**config.mk**
```make
export PLATFORM = sky130hd
export DESIGN_NAME = brq_refill_seq
export DESIGN_NICKNAME = d
export VERILOG_FILES = /design/src/rtl/brq_pkg.sv /design/src/rtl/brq_step_ctrl.sv /design/src/rtl/brq_cycle_decode.sv /design/src/rtl/brq_addr_gen.sv /design/src/rtl/brq_refill_seq.sv
export SDC_FILE = /design/constraint.sdc
export NUM_CORES = 1
export LEC_CHECK = 0
export BUFFER_PORTS_ARGS = -buffer_cell sky130_fd_sc_hd__buf_2
export CORE_UTILIZATION = 50
export CTS_CLUSTER_SIZE = 28
export DETAILED_ROUTE_END_ITERATION = 16
export PLACE_DENSITY = 0.83
export SLEW_MARGIN = 15
export SYNTH_ARGS = -nofsm -noshare
export SYNTH_HDL_FRONTEND = slang
export SYNTH_SLANG_ARGS = --single-unit
```
**constraint.sdc**
```tcl
create_clock -name clk -period 2.4 [get_ports clk]
set_input_delay 0.12 -clock clk [delete_from_list [all_inputs] [get_ports clk]]
set_output_delay 0.12 -clock clk [all_outputs]
set_load 0.02 [all_outputs]
```
**src/rtl/brq_pkg.sv**
```systemverilog
// Shared definitions for the branch queue refill sequencer.
// Assumes sequences never exceed MAX_STEPS cycles.
package brq_pkg;
    localparam int MAX_STEPS = 4;
    localparam int STEP_W    = $clog2(MAX_STEPS);

    typedef enum logic [1:0] {
        CYC_NONE = 2'd0,
        CYC_PROG = 2'd1,
        CYC_FREE = 2'd2
    } cyc_t;
endpackage

```
**src/rtl/brq_step_ctrl.sv**
```systemverilog
// Step controller: accepts a branch when idle, captures its kind and
// counts the cycles of its sequence. Assumes start is ignored while active.
module brq_step_ctrl
    import brq_pkg::*;
(
    input  logic              clk,
    input  logic              rst_n,
    input  logic              start,
    input  logic              br_long,
    input  logic              br_taken,
    input  logic              pre_misaligned,
    output logic              load,
    output logic              active,
    output logic [STEP_W-1:0] step,
    output logic              long_q,
    output logic              taken_q,
    output logic              mis_q,
    output logic              last
);
    logic [STEP_W-1:0] last_idx;

    // Acceptance only from idle.
    assign load = start && !active;

    // Index of the final cycle for each branch kind.
    always_comb begin
        if (long_q) last_idx = taken_q ? STEP_W'(3) : STEP_W'(2);
        else        last_idx = taken_q ? STEP_W'(2) : STEP_W'(0);
    end

    assign last = active && (step == last_idx);

    // Sequence state: capture on load, step until the last cycle.
    always_ff @(posedge clk) begin
        if (!rst_n) begin
            active  <= 1'b0;
            step    <= '0;
            long_q  <= 1'b0;
            taken_q <= 1'b0;
            mis_q   <= 1'b0;
        end else if (load) begin
            active  <= 1'b1;
            step    <= '0;
            long_q  <= br_long;
            taken_q <= br_taken;
            mis_q   <= pre_misaligned;
        end else if (active) begin
            if (last) begin
                active <= 1'b0;
                step   <= '0;
            end else begin
                step <= step + STEP_W'(1);
            end
        end
    end
endmodule

```
**src/rtl/brq_cycle_decode.sv**
```systemverilog
// Cycle decoder: maps the captured branch kind and step number to the
// cycle code and queue strobes. Purely combinational.
module brq_cycle_decode
    import brq_pkg::*;
(
    input  logic              active,
    input  logic [STEP_W-1:0] step,
    input  logic              long_q,
    input  logic              taken_q,
    input  logic              mis_q,
    output cyc_t              cyc_code,
    output logic              cyc_opt,
    output logic              fetch_req,
    output logic              use_refill,
    output logic              q_flush,
    output logic              q_advance
);
    logic inline_prog;
    logic first_refill;

    // Classify the current step and derive the strobes.
    always_comb begin
        cyc_opt      = active && long_q &&
                       ((step == STEP_W'(0)) || (!taken_q && step == STEP_W'(2)));
        use_refill   = active && taken_q && (!long_q || step != STEP_W'(0));
        inline_prog  = active && !taken_q && !cyc_opt;
        fetch_req    = use_refill || inline_prog || (cyc_opt && mis_q);
        first_refill = long_q ? (step == STEP_W'(1)) : (step == STEP_W'(0));
        q_flush      = use_refill && first_refill;
        q_advance    = active && (!taken_q || cyc_opt);
        if (!active)        cyc_code = CYC_NONE;
        else if (fetch_req) cyc_code = CYC_PROG;
        else                cyc_code = CYC_FREE;
    end
endmodule

```
**src/rtl/brq_addr_gen.sv**
```systemverilog
// Address generator: keeps a destination pointer and an in-line pointer,
// each stepping by one word after it is used. Wraps modulo 2^ADDR_W.
module brq_addr_gen #(
    parameter int ADDR_W = 16
) (
    input  logic              clk,
    input  logic              rst_n,
    input  logic              load,
    input  logic [ADDR_W-1:0] target_addr,
    input  logic [ADDR_W-1:0] inline_addr,
    input  logic              fetch_req,
    input  logic              use_refill,
    output logic [ADDR_W-1:0] fetch_addr
);
    localparam logic [ADDR_W-1:0] WORD_STEP = ADDR_W'(2);

    logic [ADDR_W-1:0] tgt_ptr;
    logic [ADDR_W-1:0] seq_ptr;

    // Select the pointer feeding this cycle's fetch.
    assign fetch_addr = use_refill ? tgt_ptr : seq_ptr;

    // Load both pointers on acceptance; bump the one used by a fetch.
    always_ff @(posedge clk) begin
        if (!rst_n) begin
            tgt_ptr <= '0;
            seq_ptr <= '0;
        end else if (load) begin
            tgt_ptr <= target_addr;
            seq_ptr <= inline_addr;
        end else if (fetch_req) begin
            if (use_refill) tgt_ptr <= tgt_ptr + WORD_STEP;
            else            seq_ptr <= seq_ptr + WORD_STEP;
        end
    end
endmodule

```
**src/rtl/brq_refill_seq.sv**
```systemverilog
// Top of the branch queue refill sequencer. Joins the step controller,
// the cycle decoder and the address generator. Assumes target_addr and
// inline_addr are valid in the cycle start is accepted.
module brq_refill_seq
    import brq_pkg::*;
#(
    parameter int ADDR_W = 16
) (
    input  logic              clk,
    input  logic              rst_n,
    input  logic              start,
    input  logic              br_long,
    input  logic              br_taken,
    input  logic              pre_misaligned,
    input  logic [ADDR_W-1:0] target_addr,
    input  logic [ADDR_W-1:0] inline_addr,
    output logic              busy,
    output logic [1:0]        cyc_code,
    output logic              cyc_opt,
    output logic              fetch_req,
    output logic [ADDR_W-1:0] fetch_addr,
    output logic              q_flush,
    output logic              q_advance,
    output logic              done
);
    logic              load;
    logic              active;
    logic [STEP_W-1:0] step;
    logic              long_q;
    logic              taken_q;
    logic              mis_q;
    logic              last;
    logic              use_refill;
    cyc_t              code;

    brq_step_ctrl u_ctrl (
        .clk            (clk),
        .rst_n          (rst_n),
        .start          (start),
        .br_long        (br_long),
        .br_taken       (br_taken),
        .pre_misaligned (pre_misaligned),
        .load           (load),
        .active         (active),
        .step           (step),
        .long_q         (long_q),
        .taken_q        (taken_q),
        .mis_q          (mis_q),
        .last           (last)
    );

    brq_cycle_decode u_dec (
        .active     (active),
        .step       (step),
        .long_q     (long_q),
        .taken_q    (taken_q),
        .mis_q      (mis_q),
        .cyc_code   (code),
        .cyc_opt    (cyc_opt),
        .fetch_req  (fetch_req),
        .use_refill (use_refill),
        .q_flush    (q_flush),
        .q_advance  (q_advance)
    );

    brq_addr_gen #(.ADDR_W(ADDR_W)) u_addr (
        .clk         (clk),
        .rst_n       (rst_n),
        .load        (load),
        .target_addr (target_addr),
        .inline_addr (inline_addr),
        .fetch_req   (fetch_req),
        .use_refill  (use_refill),
        .fetch_addr  (fetch_addr)
    );

    // Port-level views of the controller state.
    assign busy     = active;
    assign done     = last;
    assign cyc_code = code;
endmodule

```
==> out/qor.csv <==
metric,value,unit
DRT Wirelength,6150,um
# resized after CTS,0,
Rel. slew slack,60.4,%
Fmax achieved,436,MHz
layout cells sized above 1,29.1,%
"FFs w/ async S/R, synth",0,%
mux contribution to synthesized area,8.01,%
root buffer cell,clkbuf_8,
ranking of synthesized cells by area,"dfxtp_1 (32%), o21ai_0 (7.8%), mux2_2 (7.2%)",
Vert. Die Dim,70.7,um
Row Count,24,
RSZ-0062 raised after global routing,false,
Synth top area share,32.2,%
CTS Buf Count,5,
drc violations,2,
number of DRC markers in iteration 0,183,
Mapped Area,0.00236,sq mm
complex-gate fraction of the synthesized area,25.4,%
largest family of logic cells by synthesized area,compound AO/OA/AOI/OAI gates,
"most common cell after layout, fill and taps aside",buf_2,
clk buf depth,2,
Fin. Hold Viols,0,
Worst Hold End,u_ctrl.taken_q,
Main synth FF type,dfxtp_1,
Area Growth Syn to Fin,18.2,%
Reg2Reg Setup Slack,0.28,ns
Worst-Margin Slew,0.593,ns
Max Slew Vio Count,0,
FF-to-FF Start,u_ctrl.step[1],
ANT nets after route,0,
status,"complete, but fails checks",
initial antenna violation count,0,
Worst path slowest cell,dfxtp_1,
kind of start point of the critical path,flip-flop,
post-route minimum period,2.29,ns
net count after synthesis,331,
YS warnings,0,
clock edge transition at the registers on the reported setup and hold paths,0.07,ns
nets,388,
largest net degree at the start of global routing,31,
top-level I/O count,62,
first-pass GRT wire length,10100,um
Setup Crit Path Kind,flip-flop to output port,
PD cells,546,mW/mm^2
TritonRoute pass-1 iters,10,
CTS HTree Levels,2,
Detailed Place HPWL,4450,um
Avg Inst Size Synth,8.19,sq um
vias in the first global route,2121,
depth of the most critical reg-to-reg path,7,
ant diodes,0,
initial cell density of the core,53.1,%
register area share after synthesis,32.2,%
Netlist cell types,49,
Synth area leader,dfxtp_1,
Hold Crit Start,br_taken,
Setup crit end kind,output port,
critical-path cell list,"inv_1, ha_1, a21boi_4, nand2_1, buf_4, mux2_2, buf_2",
adder-cell share of the synthesized area,2.65,%
Core Area,0.00444,sq mm
via count,2397,
GRT Resource Usage Total,25.5,%
leakage,0.00117,uW
WL/cell,15.5,um
total negative setup slack,0,ns
synthesized-area fraction occupied by and/or/nand/nor cells,23.6,%
Post-synth EDFFs,0,
failing checks,design-rule violations,
most frequent cells in the layout,"buf_2 (61), dfxtp_1 (38), o21ai_0 (37), nand2_1 (24), mux2_2 (15)",
RR Endpoint,u_addr.seq_ptr[8],
"flops & latches, synth",38,
Post-CTS Hold Buffers,0,
Synth Instances,288,
Tot Pwr,1520,uW
CTS tree,done,
# Post-CTS Setup Buffers,0,
VDD IR max,0.000383,V
MaxCap Viol Count,0,
number of I/O port buffers,61,
worst hold stages,3,
Die Wd,70.7,um
gr ovfl total,0,
critical path arrival,2.17,ns
Hold/Removal Path Class,input port to flip-flop,
Final setup viols,0,
Die Area,0.00500,sq mm
vias per cell,6.05,
GPL Wtd Cong,0.850,
xor and xnor fraction of the mapped netlist area,2.97,%
CP max FO,13,
CTS Sinks,38,
Clock Latency Late Sink,0.29,ns
Max stage delay on crit path,0.44,ns
fin crit share,95.6,%
Worst Path Required,2.28,ns
clk_skew,0.00621,ns
==> synth_stat cells, drive strengths merged (5+ instances only) <==
master and n:
dfxtp 38, inv 9, nand3 11, o21ai 38
ha 5, and3 9, nor3 8, nand2 24
a31oi 13, nor2 8, buf 10, or3 10
mux2 15, a21oi 13, xor2 5, nand4 10
clkbuf 9
==> critical path: cells and delay by family (launching register included) <==
family	cells	cell delay, ns
AO/OA/AOI/OAI	1	0.30
adder cells (fa/ha/maj)	1	0.28
buffers and inverters	3	0.46
flip-flops	1	0.44
multiplexers	1	0.29
AND/OR/NAND/NOR	1	0.11
==> routing by layer <==
metal  vias to the layer above  part of all wire [%]  track usage (%)
li1                       1203                     -                -
met1                      1101                    44             33.2
met2                        81                    48             42.0
met3                        12                   6.3             5.41
met4                         0                   2.2             8.67
met5                         -                     0                0
==> cell families (layout without fill, tap and decap cells) <==
group / after synthesis / count (layout)
AND/OR/NAND/NOR: 100 / 100
AO/OA/AOI/OAI: 92 / 92
flip-flops: 38 / 38
buffers and inverters: 28 / 84
multiplexers: 17 / 17
XOR/XNOR: 8 / 8
adder cells (fa/ha/maj): 5 / 5
==> where the power goes <==
part	switching [uW]	internal (uW)	leakage [uW]
Combinational	185	141	0.000814
Sequential	76.2	682	0.000314
Clock	218	222	0.0000431
Total	479	1040	0.00117
==> worst max-delay path by stage <==
stage	start	endpoint
global placement	u_ctrl.step[1]	u_addr.seq_ptr[10]
CTS	u_ctrl.step[1]	fetch_addr[12]
floorplan	u_ctrl.step[1]	fetch_addr[13]
global route	u_ctrl.step[0]	fetch_addr[11]
detailed placement	u_ctrl.step[1]	u_addr.seq_ptr[8]
finish	u_ctrl.step[1]	fetch_addr[12]
==> final cells by class <==
| cell class | instances | area, sq um |
|---|---|---|
| flip-flops and latches | 38 | 761 |
| fillers | 406 | 1660 |
| multi-input cells | 222 | 1480 |
| well taps | 52 | 65.1 |
| clock buffers | 6 | 82.6 |
| inverters | 9 | 33.8 |
| repair buffers | 69 | 365 |
==> per-stage QoR <==
step	area [sq um]	hold slack (ns)	utilization [%]	worst slack [ns]	std cells
floorplan	2360	0.256	-	0.416	288
global placement	2710	0.362	60.9	0.404	390
global route	2790	0.0787	62.8	0.00279	396
CTS	2790	0.0554	62.8	0.0858	396
finish	2790	0.0666	62.8	0.106	396
detailed placement	2710	0.367	60.9	0.303	390
==> registers in the layout (all words and copies together), names as in the netlist <==
register / cells
u_ctrl.active: 1
u_ctrl.mis_q: 1
u_ctrl.step: 2
u_ctrl.long_q: 1
u_ctrl.taken_q: 1
u_addr.seq_ptr: 16
u_addr.tgt_ptr: 16
Power figures use the tool's default switching activity.
